`config.mk`:
```
export PLATFORM = sky130hd
export DESIGN_NAME = vl_regulator
export DESIGN_NICKNAME = d
export VERILOG_FILES = /design/src/rtl/vl_regulator_pkg.sv /design/src/rtl/vl_gap_timer.sv /design/src/rtl/vl_seq_gen.sv /design/src/rtl/vl_late_mon.sv /design/src/rtl/vl_regulator.sv
export SDC_FILE = /design/constraint.sdc
export NUM_CORES = 1
export LEC_CHECK = 0
export CAP_MARGIN = 20
export CORE_MARGIN = 10
export CORE_UTILIZATION = 45
export DETAILED_ROUTE_END_ITERATION = 7
export PLACE_DENSITY = 0.81
export SLEW_MARGIN = 20
export SYNTH_ARGS = -nofsm -noshare
export SYNTH_HDL_FRONTEND = slang
export SYNTH_SLANG_ARGS = --single-unit
```
`constraint.sdc`:
```
create_clock -name clk -period 6.35 [get_ports clk]
set_clock_uncertainty 0.2 [all_clocks]
set_input_delay 0.635 -clock clk [delete_from_list [all_inputs] [get_ports clk]]
set_output_delay 0.635 -clock clk [all_outputs]
set_load 0.005 [all_outputs]
```
`src/rtl/vl_regulator_pkg.sv`:
```
package vl_regulator_pkg;
  localparam int LEN_W      = 11;
  localparam int SEQ_W      = 8;
  localparam int EXP_W      = 3;
  localparam int MIN_FRAME  = 64;
  localparam int MAX_FRAME  = 1518;
  localparam int WIRE_EXTRA = 20;

  function automatic logic [SEQ_W-1:0] seq_after(input logic [SEQ_W-1:0] s);
    return (s == 8'd255) ? 8'd1 : s + 8'd1;
  endfunction

  function automatic logic len_ok(input logic [LEN_W-1:0] len, input logic [LEN_W-1:0] cap);
    return (len >= LEN_W'(MIN_FRAME)) && (len <= LEN_W'(MAX_FRAME)) && (len <= cap);
  endfunction

  function automatic logic [LEN_W-1:0] wire_bytes(input logic [LEN_W-1:0] len);
    return len + LEN_W'(WIRE_EXTRA);
  endfunction

  function automatic int unsigned gap_ticks(input logic [EXP_W-1:0] e, input int unsigned tpm);
    return tpm << e;
  endfunction
endpackage

```
`src/rtl/vl_gap_timer.sv`:
```
module vl_gap_timer
  import vl_regulator_pkg::*;
#(
  parameter int TICKS_PER_MS = 1000,
  parameter int CNT_W = 17
) (
  input  logic             clk,
  input  logic             rst_n,
  input  logic             tick,
  input  logic             start,
  input  logic [EXP_W-1:0] exp_cfg,
  output logic             open
);
  logic [CNT_W-1:0] elapsed;
  logic [EXP_W-1:0] cur_exp;
  logic             open_q;
  logic [CNT_W-1:0] last_tick;

  assign last_tick = CNT_W'(gap_ticks(cur_exp, int'(TICKS_PER_MS)) - 1);
  assign open = open_q;

  always_ff @(posedge clk) begin
    if (!rst_n) begin
      elapsed <= '0;
      cur_exp <= '0;
      open_q  <= 1'b1;
    end else if (start) begin
      elapsed <= '0;
      cur_exp <= exp_cfg;
      open_q  <= 1'b0;
    end else if (tick && !open_q) begin
      elapsed <= elapsed + 1'b1;
      if (elapsed == last_tick) open_q <= 1'b1;
    end
  end

  p_open_stays_r3: assert property (@(posedge clk) disable iff (!rst_n)
    (open && !start) |=> open);
  p_closed_after_start_r3: assert property (@(posedge clk) disable iff (!rst_n)
    start |=> !open);
endmodule

```
`src/rtl/vl_seq_gen.sv`:
```
module vl_seq_gen
  import vl_regulator_pkg::*;
(
  input  logic             clk,
  input  logic             rst_n,
  input  logic             adv,
  output logic [SEQ_W-1:0] seq
);
  logic [SEQ_W-1:0] seq_q;
  assign seq = seq_q;

  always_ff @(posedge clk) begin
    if (!rst_n)   seq_q <= '0;
    else if (adv) seq_q <= seq_after(seq_q);
  end

  p_no_zero_after_adv_r6: assert property (@(posedge clk) disable iff (!rst_n)
    adv |=> (seq != '0));
endmodule

```
`src/rtl/vl_late_mon.sv`:
```
module vl_late_mon #(
  parameter int JITTER_TICKS = 500
) (
  input  logic clk,
  input  logic rst_n,
  input  logic tick,
  input  logic waiting,
  input  logic clear,
  output logic late
);
  localparam int W_W = $clog2(JITTER_TICKS + 2);
  logic [W_W-1:0] wcnt;

  assign late = (wcnt > W_W'(JITTER_TICKS));

  always_ff @(posedge clk) begin
    if (!rst_n || clear) wcnt <= '0;
    else if (waiting && tick && !late) wcnt <= wcnt + 1'b1;
  end

  p_late_needs_wait_r8: assert property (@(posedge clk) disable iff (!rst_n)
    $rose(late) |-> $past(waiting));
endmodule

```
`src/rtl/vl_regulator.sv`:
```
module vl_regulator
  import vl_regulator_pkg::*;
#(
  parameter int TICKS_PER_MS = 1000,
  parameter int JITTER_TICKS = 500
) (
  input  logic             clk,
  input  logic             rst_n,
  input  logic             tick_us,
  input  logic [2:0]       gap_exp,
  input  logic [10:0]      max_len,
  input  logic             tx_hold,
  input  logic             req,
  input  logic [10:0]      req_len,
  output logic             busy,
  output logic             reject,
  output logic             late,
  output logic             a_rel,
  output logic [7:0]       a_seq,
  output logic [10:0]      a_bytes,
  output logic             b_rel,
  output logic [7:0]       b_seq,
  output logic [10:0]      b_bytes
);
  localparam int NPORTS = 2;
  localparam int CNT_W  = $clog2(TICKS_PER_MS * 128 + 1);

  logic             gap_open, fire, accept, req_good;
  logic             pend_q, reject_q;
  logic [LEN_W-1:0] pend_len, rel_len;
  logic [SEQ_W-1:0] seq_now;

  logic             prt_rel   [NPORTS];
  logic [SEQ_W-1:0] prt_seq   [NPORTS];
  logic [LEN_W-1:0] prt_bytes [NPORTS];

  assign req_good = len_ok(req_len, max_len);
  assign accept   = req && req_good && !pend_q;
  assign fire     = (pend_q || accept) && gap_open && !tx_hold;
  assign rel_len  = pend_q ? pend_len : req_len;

  vl_gap_timer #(.TICKS_PER_MS(TICKS_PER_MS), .CNT_W(CNT_W)) u_gap (
    .clk(clk), .rst_n(rst_n), .tick(tick_us), .start(fire),
    .exp_cfg(gap_exp), .open(gap_open));

  vl_seq_gen u_seq (.clk(clk), .rst_n(rst_n), .adv(fire), .seq(seq_now));

  vl_late_mon #(.JITTER_TICKS(JITTER_TICKS)) u_late (
    .clk(clk), .rst_n(rst_n), .tick(tick_us),
    .waiting(pend_q && gap_open), .clear(fire), .late(late));

  always_ff @(posedge clk) begin
    if (!rst_n) begin
      pend_q   <= 1'b0;
      pend_len <= '0;
      reject_q <= 1'b0;
    end else begin
      reject_q <= req && (!req_good || pend_q);
      if (fire)        pend_q <= 1'b0;
      else if (accept) begin
        pend_q   <= 1'b1;
        pend_len <= req_len;
      end
    end
  end

  for (genvar p = 0; p < NPORTS; p++) begin : g_port
    always_ff @(posedge clk) begin
      if (!rst_n) begin
        prt_rel[p]   <= 1'b0;
        prt_seq[p]   <= '0;
        prt_bytes[p] <= '0;
      end else begin
        prt_rel[p] <= fire;
        if (fire) begin
          prt_seq[p]   <= seq_now;
          prt_bytes[p] <= wire_bytes(rel_len);
        end
      end
    end
  end

  assign busy    = pend_q;
  assign reject  = reject_q;
  assign a_rel   = prt_rel[0];
  assign a_seq   = prt_seq[0];
  assign a_bytes = prt_bytes[0];
  assign b_rel   = prt_rel[1];
  assign b_seq   = prt_seq[1];
  assign b_bytes = prt_bytes[1];

  // checker state: ticks since the last release and the exponent it latched
  logic [CNT_W:0]   chk_ticks;
  logic [EXP_W-1:0] chk_exp;
  logic             chk_seen;
  always_ff @(posedge clk) begin
    if (!rst_n) begin
      chk_ticks <= '0;
      chk_exp   <= '0;
      chk_seen  <= 1'b0;
    end else if (fire) begin
      chk_ticks <= '0;
      chk_exp   <= gap_exp;
      chk_seen  <= 1'b1;
    end else if (tick_us && !chk_ticks[CNT_W]) begin
      chk_ticks <= chk_ticks + 1'b1;
    end
  end

  p_min_gap_r3: assert property (@(posedge clk) disable iff (!rst_n)
    (fire && chk_seen) |-> (chk_ticks >= (CNT_W+1)'(gap_ticks(chk_exp, int'(TICKS_PER_MS)))));
  p_twin_ports_r2: assert property (@(posedge clk) disable iff (!rst_n)
    (a_rel == b_rel) && (!a_rel || (a_seq == b_seq && a_bytes == b_bytes)));
  p_bad_len_r4: assert property (@(posedge clk) disable iff (!rst_n)
    (req && !len_ok(req_len, max_len)) |=> reject);
  p_busy_refused_r5: assert property (@(posedge clk) disable iff (!rst_n)
    (req && busy) |=> reject);
  p_hold_blocks_r8: assert property (@(posedge clk) disable iff (!rst_n)
    tx_hold |=> !a_rel);
  p_late_only_busy_r8: assert property (@(posedge clk) disable iff (!rst_n)
    late |-> busy);
endmodule

```
-- Word-level counts from Yosys, hierarchy flattened
Memories as Yosys holds them, arrays and structs flattened.
Index checks and enable logic that the tools add are counted.
- logic and storage cells: 72
- register bits after elaboration: 51
- memories kept: 3
- RAM bits: 40
- muxes and demuxes: 16
- reductions and logical operators: 25
- bitwise gates (word level): 8
- magnitude comparators: 4
- add/sub/neg operators: 5
- shift-type cells: 1
- eq/ne operators: 2
- memories (memory ; words ; bits a word ; read ports ; clocked after Yosys merged registers in ; wr ports ; RTL line ; source):
    prt_bytes ; 2 ; 11 ; 2 ; 0 ; 2 ; vl_regulator.sv:35 ; logic [LEN_W-1:0] prt_bytes [NPORTS];
    prt_seq ; 2 ; 8 ; 2 ; 0 ; 2 ; vl_regulator.sv:34 ; logic [SEQ_W-1:0] prt_seq [NPORTS];
    prt_rel ; 2 ; 1 ; 2 ; 0 ; 2 ; vl_regulator.sv:33 ; logic prt_rel [NPORTS];
- operator list (cell ; count):
    2-to-1 mux 11 bit ; 3
    2-to-1 mux 8 bit ; 3
    adder 17 x 1 -> 17 bit (second input constant) ; 1
    == test 17 bit ; 1
    << shifter 10 x 3 -> 17 bit (first input constant) ; 1
    subtractor 17 x 1 -> 17 bit (second input constant) ; 1
    adder 11 x 5 -> 11 bit (second input constant) ; 1
    >= comparator 11 x 7 -> 1 bit (second input constant) ; 1
    less-or-equal comparator 11 bit ; 1
    less-or-equal comparator 11 bit (second input constant) ; 1
    logical AND 1 bit ; 11
    2-to-1 mux 1 bit ; 10
    adder 9 x 1 -> 9 bit (second input constant) ; 1
    > comparator 9 bit (second input constant) ; 1
    adder 8 x 1 -> 8 bit (second input constant) ; 1
    == test 8 bit (second input constant) ; 1
    logical NOT 1 bit ; 6
    OR 1 bit ; 6
    AND reduction 2 bit ; 2
    nonzero test 2 bit ; 2
    logical OR 1 bit ; 3
    NOT 1 bit ; 2
    OR reduction 2 bit ; 1

-- Logic depth before layout (Yosys ltp)
Gate-level depths: netlist (run 1).
- depth in word-level cells: 12
- depth in mapped cells: 10
- depth with buffers taken out: 9

-- Cells and area by module
A second synthesis (run 1) with hierarchy kept.
- cell total of the unflattened synthesis: 471
- area total of the unflattened synthesis: 4249.1 µm²
- modules (own cells, without submodules) (module ; area an instance (µm²) ; cells an instance ; times used ; sequential area each (µm²)):
    vl_regulator ; 2108.3 ; 212 ; 1 ; 870.8
    vl_gap_timer ; 1263.7 ; 157 ; 1 ; 420.4
    vl_late_mon ; 500.5 ; 59 ; 1 ; 180.2
    vl_seq_gen ; 376.6 ; 43 ; 1 ; 160.2

-- Worst setup path before layout (run 1)
OpenSTA, ideal clock, no wires.
- kind: input -> register
- start point: input port max_len[8]
- end point: memory prt_bytes[0][0], enable pin
- arrival: 2403 ps
- stages on the path: 8
- setup slack: 3388 ps
- cells stage by stage: inv_1 > ha_1 > a211oi_1 > nor2_1 > a2111oi_2 > a221oi_4 > nand2_2 > buf_2
- RTL lines (element ; RTL line ; source):
    start: declaration ; vl_regulator.sv:11 ; input logic [10:0] max_len,
    end: declaration ; vl_regulator.sv:35 ;

==> results.toml, run 1 <==
[outcome]
status = "completed"

[detailed_routing]
drt-initial-drc-count = 149
final_routed_wirelength_across_all_metal_layers_um = 9140
drt.antenna.violating_nets = 0
routed_via_density = 5.36
post_drt_wl_per_cell_um = 15.0
detailroute.via_count = 3276
drt-pass1-iter-count = 5
drcViolationCount = 0

[synth]
synth_ff_type = "sky130_fd_sc_hd__dfxtp_1"
synth-async-reset-ratio = 0
synth.ff_latch_count = 72
synth_fp_nets = 495
number_of_instances_in_the_synthesized_netlist = 449
mappedNetlistArea_um2 = 3980
yosys.cell_types.count = 56
post_synth_main_area_contributors = "sky130_fd_sc_hd__dfxtp_1, sky130_fd_sc_hd__edfxtp_1, sky130_fd_sc_hd__mux2i_1"
syn-mean-instance-area_um2 = 8.86
synthesis.yosys.warnings = 0
synthDominantAreaCellType = "sky130_fd_sc_hd__dfxtp_1"
synth.yosys.seq_area_share = 0.410
synth_top_area_frac = 0.267
synth_edf_count = 19

[clock_tree]
cts_tree = "done"
clk_latency_worst_skew_pair_ps = 360
cts_hold_buffers = 0
cts_root_buffer = "sky130_fd_sc_hd__clkbuf_8"
htree_levels = 3
ctsResizeCount = 0
clkTransAtPathRegs_ps = 80
max-clock-path-buffers = 2
cts_buffers = 9
clkSinkCount = 72
cts_setup_buffers = 0

[timing]
max_freq_mhz = 251
timing.final.crit_period_ps = 3980
drv_slew = 0
setup-violations-final = 0
post-route-worst-setup-slack_ps = 2370
layout_worst_path_cycle_share = 0.626
slew-limit-headroom = 0.369
rsz_0062_raised_after_global_routing = "no"
timing_worst_slew_pin_value_ps = 942
setup_tns_ps = 0
final_hold_viol_count = 0

[critical_path]
crit_arrival_ps = 3660
worst_r2r_endpoint = "prt_bytes[0][6]$_SDFFCE_PN0P_"
crit_path_cells = "clkdlybuf4s50_1 -> ha_1 -> nand4_1 -> a211oi_1 -> a2111oi_2 -> a221oi_4 -> nand2_2"
worstPathMaxFanout = 46
cp_slowest_stage_delay_ps = 750
startpoint_type = "input port"
reg2reg_depth = 5
critical_path.top_delay_family = "compound AO/OA/AOI/OAI gates"
category_of_the_most_critical_setup_path = "input port to flip-flop"
worst_ep_required_time_ps = 6030
reg2reg_setup_slack_ps = 3430
worstSetupStartpoint = "req_len[8]"
worst_setup_path_end_kind = "flip-flop"
critPathBufInv = 1
crit_path_top_delay_cell = "sky130_fd_sc_hd__nand2_2"
worstReg2RegStart = "u_gap.open$_SDFFE_PN1P_"

[placement]
io_buffer_count = 72
final_weighted_congestion_in_routability_driven_placement = 0.869
worst_setup_slack_after_placement_ps = 1990
hpwlAfterDp_um = 6880

[hold_path]
worst_hold_path.endpoint = "u_seq.seq[6]$_SDFFE_PN0P_"
worst_min_delay_path_category = "flip-flop to flip-flop"
holdCritStartpoint = "u_seq.seq[6]$_SDFFE_PN0P_"
min_delay_path_depth = 2

[floorplan]
starting_density_of_the_core = 0.458
chipHeight_um = 114
num_io_pins = 73
floorplan.core_area_um2 = 8680
fp.dieW_um = 114
floorplan.die_area_um2 = 13000
row_count = 34

[final_layout]
final_layout_size_suffix_gt1_frac = 0.0537
flow.area_growth_from_synthesis_pct = 22.1
regArea_um2 = 1630
finish.utilization = 0.559
nNetsFinal = 544
fill_cells = 783
final_cell_mix = "sky130_fd_sc_hd__clkdlybuf4s50_1, sky130_fd_sc_hd__nor2_1, sky130_fd_sc_hd__dfxtp_1"
antenna_cells_inserted = 0
layout_commonest_cell = "sky130_fd_sc_hd__clkdlybuf4s50_1"
multi_input_gate_area_um2 = 2020

[global_routing]
grt_remaining_overflow = 0
wire_length_of_the_first_global_routing_pass_um = 15200
antenna_found_initial = 0
grtUsageTotal = 0.139
grt_max_degree = 47
first_global_vias = 3273

[power]
power.leakage_nw = 1.87
vdd.ir_drop.worst_uv = 123
fin_total_pwr_mw = 1.09
power_dens_cells_nw_per_um2 = 225

[job]
drv.max_cap_violation_count = 0
routing by layer:
metal  up-vias  GRT usage  wire length, um
li1       1638          -                -
met1      1543      0.152             3740
met2        87      0.251             4640
met3         8     0.0420              662
met4         0     0.0443              106
met5         -          0                0
report_power, final:
part           switching (mW)  internal, mW  total (mW)  leakage (nW)
sequential             0.0190         0.492       0.511         0.629
clock                   0.182         0.221       0.403        0.0995
combinational          0.0828        0.0948       0.178          1.15
sequential cells by signal, indices dropped and copies added, names as in the netlist:
signal,count
u_gap.cur_exp,3
prt_bytes,11
u_late.wcnt,9
u_seq.seq,8
u_gap.elapsed,17
busy,1
reject,1
pend_len,11
u_gap.open,1
prt_seq,8
prt_rel,2
how the worst max path moves through the flow:
stage / cells after the start / to
final: 7 / prt_bytes[0][6]$_SDFFCE_PN0P_
after global routing: 7 / prt_bytes[1][10]$_SDFFCE_PN0P_
after CTS: 7 / prt_bytes[0][6]$_SDFFCE_PN0P_
after detailed placement: 7 / prt_bytes[0][8]$_SDFFCE_PN0P_
after global placement: 7 / prt_bytes[0][7]$_SDFFCE_PN0P_
after floorplan: 8 / prt_bytes[0][0]$_SDFFCE_PN0P_
synth_stat cells (3+ instances only):
library cell               count
sky130_fd_sc_hd__dfxtp_1      53
sky130_fd_sc_hd__o211ai_1      4
sky130_fd_sc_hd__xor2_1       15
sky130_fd_sc_hd__nor3_1        8
sky130_fd_sc_hd__xnor2_1      18
sky130_fd_sc_hd__and3_1        9
sky130_fd_sc_hd__a21oi_1      14
sky130_fd_sc_hd__o21ai_1       4
sky130_fd_sc_hd__or3_1         4
sky130_fd_sc_hd__nor2_1       66
sky130_fd_sc_hd__a31oi_1       5
sky130_fd_sc_hd__ha_1         16
sky130_fd_sc_hd__o21ai_0      13
sky130_fd_sc_hd__buf_2         4
sky130_fd_sc_hd__nand3_1      28
sky130_fd_sc_hd__nand2_1      24
sky130_fd_sc_hd__buf_4        21
sky130_fd_sc_hd__edfxtp_1     19
sky130_fd_sc_hd__inv_1        26
sky130_fd_sc_hd__and2_1        9
sky130_fd_sc_hd__nor2b_1       4
sky130_fd_sc_hd__nand3b_1      3
sky130_fd_sc_hd__mux2i_1      25
sky130_fd_sc_hd__clkbuf_1     10
sky130_fd_sc_hd__nand4_1       5
final cells by class:
cell class | instances | share of cell area
well taps | 108 | 0.0278
clock inverters | 7 | 0.0196
inverters | 28 | 0.0216
multi-input cells | 313 | 0.416
repair buffers | 74 | 0.153
flip-flops and latches | 72 | 0.336
clock buffers | 9 | 0.0255
stage by stage:
stage,cells,cell area (um^2),hold WS [ps]
5_1_grt,611,4850,311
4_1_cts,610,4840,281
3_3_place_gp,594,4620,256
3_5_place_dp,594,4620,265
6_report,611,4850,280
2_1_floorplan,449,3980,238
cells by family (layout without fill, tap and decap cells):
family | count (synthesis) | after routing | share of synthesized area
AND/OR/NAND/NOR | 174 | 174 | 0.210
flip-flops | 72 | 72 | 0.410
buffers and inverters | 64 | 118 | 0.0815
AO/OA/AOI/OAI | 63 | 63 | 0.106
XOR/XNOR | 33 | 33 | 0.0727
multiplexers | 27 | 27 | 0.0686
adder cells (fa/ha/maj) | 16 | 16 | 0.0503
worst min-delay path, cell delays in order (launching register included):
cell	delay (ps)
sky130_fd_sc_hd__dfxtp_1	320
sky130_fd_sc_hd__o31ai_1	60
sky130_fd_sc_hd__a21oi_1	50
(Power assumes the default switching activity.)
==> inputs of run 2 (changes only) <==
clock period = 3.7 ns   (was 6.35 ns; I/O delays follow)
==> results.toml, run 2 (same netlist as run 1, synthesis figures left out) <==
[final_layout]
largestRegisters = "u_gap.elapsed x17, pend_len x11, prt_bytes x11"
fin_area_um2 = 4890
flip_flop_count_of_the_largest_register_after_layout = 17
antenna_cells_inserted = 0
instances_no_fill = 616
finish.utilization = 0.563
flow.area_growth_from_synthesis_pct = 22.9
final_layout_size_suffix_gt1_frac = 0.0630
fill_cells = 731
layout_commonest_cell = "sky130_fd_sc_hd__clkdlybuf4s50_1"
nNetsFinal = 549
registers.top_by_ff_count = "u_gap.elapsed"
final_cell_mix = "sky130_fd_sc_hd__clkdlybuf4s50_1, sky130_fd_sc_hd__nor2_1, sky130_fd_sc_hd__dfxtp_1"

[clock_tree]
cts_hold_buffers = 0
clkSinkCount = 72
cts_buffers = 9
clkTransAtPathRegs_ps = 70
ctsResizeCount = 0
cts_root_buffer = "sky130_fd_sc_hd__clkbuf_8"
cts_tree = "done"
cts_setup_buffers = 0
htree_levels = 3
max-clock-path-buffers = 2
clk_latency_worst_skew_pair_ps = 340

[timing]
setup-violations-final = 0
timing_worst_slew_pin_value_ps = 653
max_freq_mhz = 317
timing.final.crit_period_ps = 3150
final_hold_viol_count = 0
drv_slew = 0
post-route-worst-setup-slack_ps = 548
setup_tns_ps = 0
fin_worst_hold_slack_ps = 288
rsz_0062_raised_after_global_routing = "no"
slew-limit-headroom = 0.561
layout_worst_path_cycle_share = 0.852

[outcome]
status = "completed"

[global_routing]
antenna_found_initial = 0
grt_remaining_overflow = 0
grtUsageTotal = 0.136
wire_length_of_the_first_global_routing_pass_um = 15000
first_global_vias = 3250
grt_max_degree = 28

[critical_path]
crit_path_top_delay_cell = "sky130_fd_sc_hd__clkdlybuf4s50_1"
reg2reg_depth = 7
crit_arrival_ps = 3230
worst_setup_path_end_kind = "flip-flop"
critical_path.top_delay_family = "simple AND/OR/NAND/NOR gates"
category_of_the_most_critical_setup_path = "input port to flip-flop"
crit_path_cells = "clkdlybuf4s50_1 -> ha_1 -> nand4_1 -> nor3_1 -> nor4b_1 -> a221oi_4 -> buf_4 -> or4_1 -> a21oi_1"
worstSetupPathDepth = 9
startpoint_type = "input port"
cp_slowest_stage_delay_ps = 550
critPathBufInv = 2
worstPathMaxFanout = 13
worst_ep_required_time_ps = 3770

[job]
drv.max_cap_violation_count = 0

[detailed_routing]
routed_via_density = 5.32
drt-pass1-iter-count = 4
detailroute.via_count = 3279
drt.antenna.violating_nets = 0
drcViolationCount = 0
drt-initial-drc-count = 168
post_drt_wl_per_cell_um = 14.5
final_routed_wirelength_across_all_metal_layers_um = 8910

[floorplan]
floorplan.die_area_um2 = 13000
row_count = 34
floorplan.core_area_um2 = 8680
starting_density_of_the_core = 0.458
chipHeight_um = 114
num_io_pins = 73
fp.dieW_um = 114

[placement]
placed_area_um2 = 4670
io_buffer_count = 72
hpwlAfterDp_um = 6870
final_weighted_congestion_in_routability_driven_placement = 0.842
place_inst = 600
worst_setup_slack_after_placement_ps = 246

[hold_path]
min_delay_path_depth = 2
worst_min_delay_path_category = "flip-flop to flip-flop"

[power]
power.leakage_nw = 1.91
vdd.ir_drop.worst_uv = 178
power_dens_cells_nw_per_um2 = 382
fin_total_pwr_mw = 1.87
## run 2: cell types whose count changed in the layout (fill, tap and decap cells not counted), sizes merged
cell      previous run  this run
buf                  2         7
clkbuf               9        11
clkinv               1         2
clkinvlp             3         1
inv                 29        28
## run 2: report_power, final
group / total [mW] / switching, mW / internal, mW
clock network: 0.684 / 0.285 / 0.398
logic: 0.307 / 0.140 / 0.167
registers: 0.877 / 0.0338 / 0.843
total: 1.87 / 0.460 / 1.41
## run 2: final cells by class
cell class | instances | area, um^2 | area share
Clock inverter | 5 | 81.3 | 0.0166
Clock buffer | 11 | 141 | 0.0289
Timing Repair Buffer | 79 | 773 | 0.158
Tap cell | 108 | 135 | 0.0276
Inverter | 28 | 105 | 0.0215
Multi-Input combinational cell | 313 | 2020 | 0.413
Sequential cell | 72 | 1630 | 0.334
## run 2: per-layer routing
metal / GRT usage / part of all wire / wire, um / vias up
met5: 0 / 0 / 0 / -
li1: - / - / - / 1642
met4: 0.0485 / 0.011 / 102 / 0
met3: 0.0315 / 0.069 / 612 / 9
met1: 0.151 / 0.41 / 3640 / 1538
met2: 0.247 / 0.51 / 4550 / 90
## run 2: path summary, 6_finish.rpt
| kind | endpoint | from | slack (ps) |
|---|---|---|---|
| hold / removal | u_late.wcnt[8]$_SDFFE_PP0P_ | u_late.wcnt[8]$_SDFFE_PP0P_ | 290 |
| setup / recovery | u_seq.seq[6]$_SDFFE_PN0P_ | req_len[8] | 550 |
| hold reg to reg | u_late.wcnt[8]$_SDFFE_PP0P_ | u_late.wcnt[8]$_SDFFE_PP0P_ | 290 |
| setup reg to reg | u_seq.seq[6]$_SDFFE_PN0P_ | u_gap.open$_SDFFE_PN1P_ | 1150 |
## run 2: tightest hold or removal path, cell delays in order (launching register included)
cell                      delay [ps]
sky130_fd_sc_hd__dfxtp_1         330
sky130_fd_sc_hd__a31oi_1          40
sky130_fd_sc_hd__nor2_1           80
==> inputs of run 3 (changes only) <==
CTS_BUF_LIST = sky130_fd_sc_hd__clkbuf_8   (was not set)
==> results.toml, run 3 (same netlist as run 1, synthesis figures left out) <==
[global_routing]
grt_remaining_overflow = 0
first_global_vias = 3250
antenna_found_initial = 0
grt_max_degree = 28
grtUsageTotal = 0.136
wire_length_of_the_first_global_routing_pass_um = 15000

[final_layout]
final_layout_size_suffix_gt1_frac = 0.0630
layout_commonest_cell = "sky130_fd_sc_hd__clkdlybuf4s50_1"
flow.area_growth_from_synthesis_pct = 22.9
multi_input_gate_area_um2 = 2020
antenna_cells_inserted = 0
fill_cells = 731
final_cell_mix = "sky130_fd_sc_hd__clkdlybuf4s50_1, sky130_fd_sc_hd__nor2_1, sky130_fd_sc_hd__dfxtp_1"
nNetsFinal = 549
flip_flop_count_of_the_largest_register_after_layout = 17
registers.top_by_ff_count = "u_gap.elapsed"
largestRegisters = "u_gap.elapsed x17, pend_len x11, prt_bytes x11"
regArea_um2 = 1630

[timing]
timing_worst_slew_pin_value_ps = 653
layout_worst_path_cycle_share = 0.851
rsz_0062_raised_after_global_routing = "no"
final_hold_viol_count = 0
fin_worst_hold_slack_ps = 288
timing.final.crit_period_ps = 3150
max_freq_mhz = 317
setup_tns_ps = 0
drv_slew = 0
post-route-worst-setup-slack_ps = 550
setup-violations-final = 0
slew-limit-headroom = 0.561

[floorplan]
floorplan.core_area_um2 = 8680
starting_density_of_the_core = 0.458
row_count = 34
num_io_pins = 73
floorplan.die_area_um2 = 13000
fp.dieW_um = 114
chipHeight_um = 114

[placement]
hpwlAfterDp_um = 6870
final_weighted_congestion_in_routability_driven_placement = 0.842
io_buffer_count = 72
worst_setup_slack_after_placement_ps = 246

[critical_path]
startpoint_type = "input port"
worst_r2r_endpoint = "prt_bytes[0][9]$_SDFFCE_PN0P_"
worstPathMaxFanout = 13
reg2reg_depth = 7
reg2reg_setup_slack_ps = 1150
crit_arrival_ps = 3220
worst_ep_required_time_ps = 3770
worst_setup_path_end_kind = "flip-flop"
category_of_the_most_critical_setup_path = "input port to flip-flop"
worstReg2RegStart = "busy$_SDFFE_PP0P_"

[detailed_routing]
drcViolationCount = 0
final_routed_wirelength_across_all_metal_layers_um = 8910
post_drt_wl_per_cell_um = 14.5
routed_via_density = 5.31
detailroute.via_count = 3272
drt-pass1-iter-count = 4
drt-initial-drc-count = 173
drt.antenna.violating_nets = 0

[clock_tree]
clkTransAtPathRegs_ps = 70
clk_latency_worst_skew_pair_ps = 340
cts_root_buffer = "sky130_fd_sc_hd__clkbuf_8"
max-clock-path-buffers = 2
cts_hold_buffers = 0
ctsResizeCount = 0
clkSinkCount = 72
cts_tree = "done"
cts_setup_buffers = 0
cts_buffers = 9
htree_levels = 3

[job]
drv.max_cap_violation_count = 0

[hold_path]
worst_min_delay_path_category = "flip-flop to flip-flop"
holdCritStartpoint = "u_late.wcnt[8]$_SDFFE_PP0P_"
min_delay_path_depth = 2
worst_hold_path.endpoint = "u_late.wcnt[8]$_SDFFE_PP0P_"

[power]
vdd.ir_drop.worst_uv = 178
fin_total_pwr_mw = 1.87
power_dens_cells_nw_per_um2 = 382
power.leakage_nw = 1.91

[outcome]
status = "completed"
==> run 3: routing by layer <==
layer | track usage | wire (um) | up-vias
li1 | - | - | 1641
met1 | 0.151 | 3640 | 1539
met2 | 0.247 | 4550 | 83
met3 | 0.0315 | 614 | 9
met4 | 0.0485 | 102 | 0
met5 | 0 | 0 | -
==> run 3: how the worst max path moves through the flow <==
stage,cells past startpoint,start,slack [ps],to
2_1_floorplan,10,busy$_SDFFE_PP0P_,840,prt_bytes[1][10]$_SDFFCE_PN0P_
3_3_place_gp,9,req_len[8],320,u_seq.seq[6]$_SDFFE_PN0P_
3_5_place_dp,9,req_len[8],250,u_seq.seq[6]$_SDFFE_PN0P_
4_1_cts,9,req_len[8],570,u_seq.seq[6]$_SDFFE_PN0P_
5_1_grt,9,req_len[8],370,prt_bytes[0][3]$_SDFFCE_PN0P_
6_report,9,req_len[8],550,u_seq.seq[6]$_SDFFE_PN0P_
==> run 3: cell type report <==
cell class                 count  share of cell area
inverter                      28              0.0215
timing repair buffer          79               0.158
clock inverter                 6              0.0174
multi-input combinational    313               0.413
sequential                    72               0.334
tap                          108              0.0276
clock buffer                  10              0.0282
==> run 3: worst max-delay path, cell delays in order <==
cell                              delay, ps
sky130_fd_sc_hd__clkdlybuf4s50_1        550
sky130_fd_sc_hd__ha_1                   380
sky130_fd_sc_hd__nand4_1                130
sky130_fd_sc_hd__nor3_1                 310
sky130_fd_sc_hd__nor4b_1                480
sky130_fd_sc_hd__a221oi_4               110
sky130_fd_sc_hd__buf_4                  230
sky130_fd_sc_hd__or4_1                  510
sky130_fd_sc_hd__a21oi_1                150
==> run 3: stage by stage <==
| step | utilization | cells | cell area, um^2 |
|---|---|---|---|
| after floorplan | - | 449 | 3980 |
| after global placement | 0.538 | 600 | 4670 |
| after detailed placement | 0.538 | 600 | 4670 |
| after CTS | 0.563 | 616 | 4890 |
| after global routing | 0.563 | 616 | 4890 |
| final | 0.563 | 616 | 4890 |
==> run 3: power by group <==
part	leakage (nW)	internal [mW]	switching, mW
registers	0.629	0.843	0.0339
logic	1.17	0.167	0.141
clock network	0.114	0.395	0.286
total	1.91	1.41	0.460
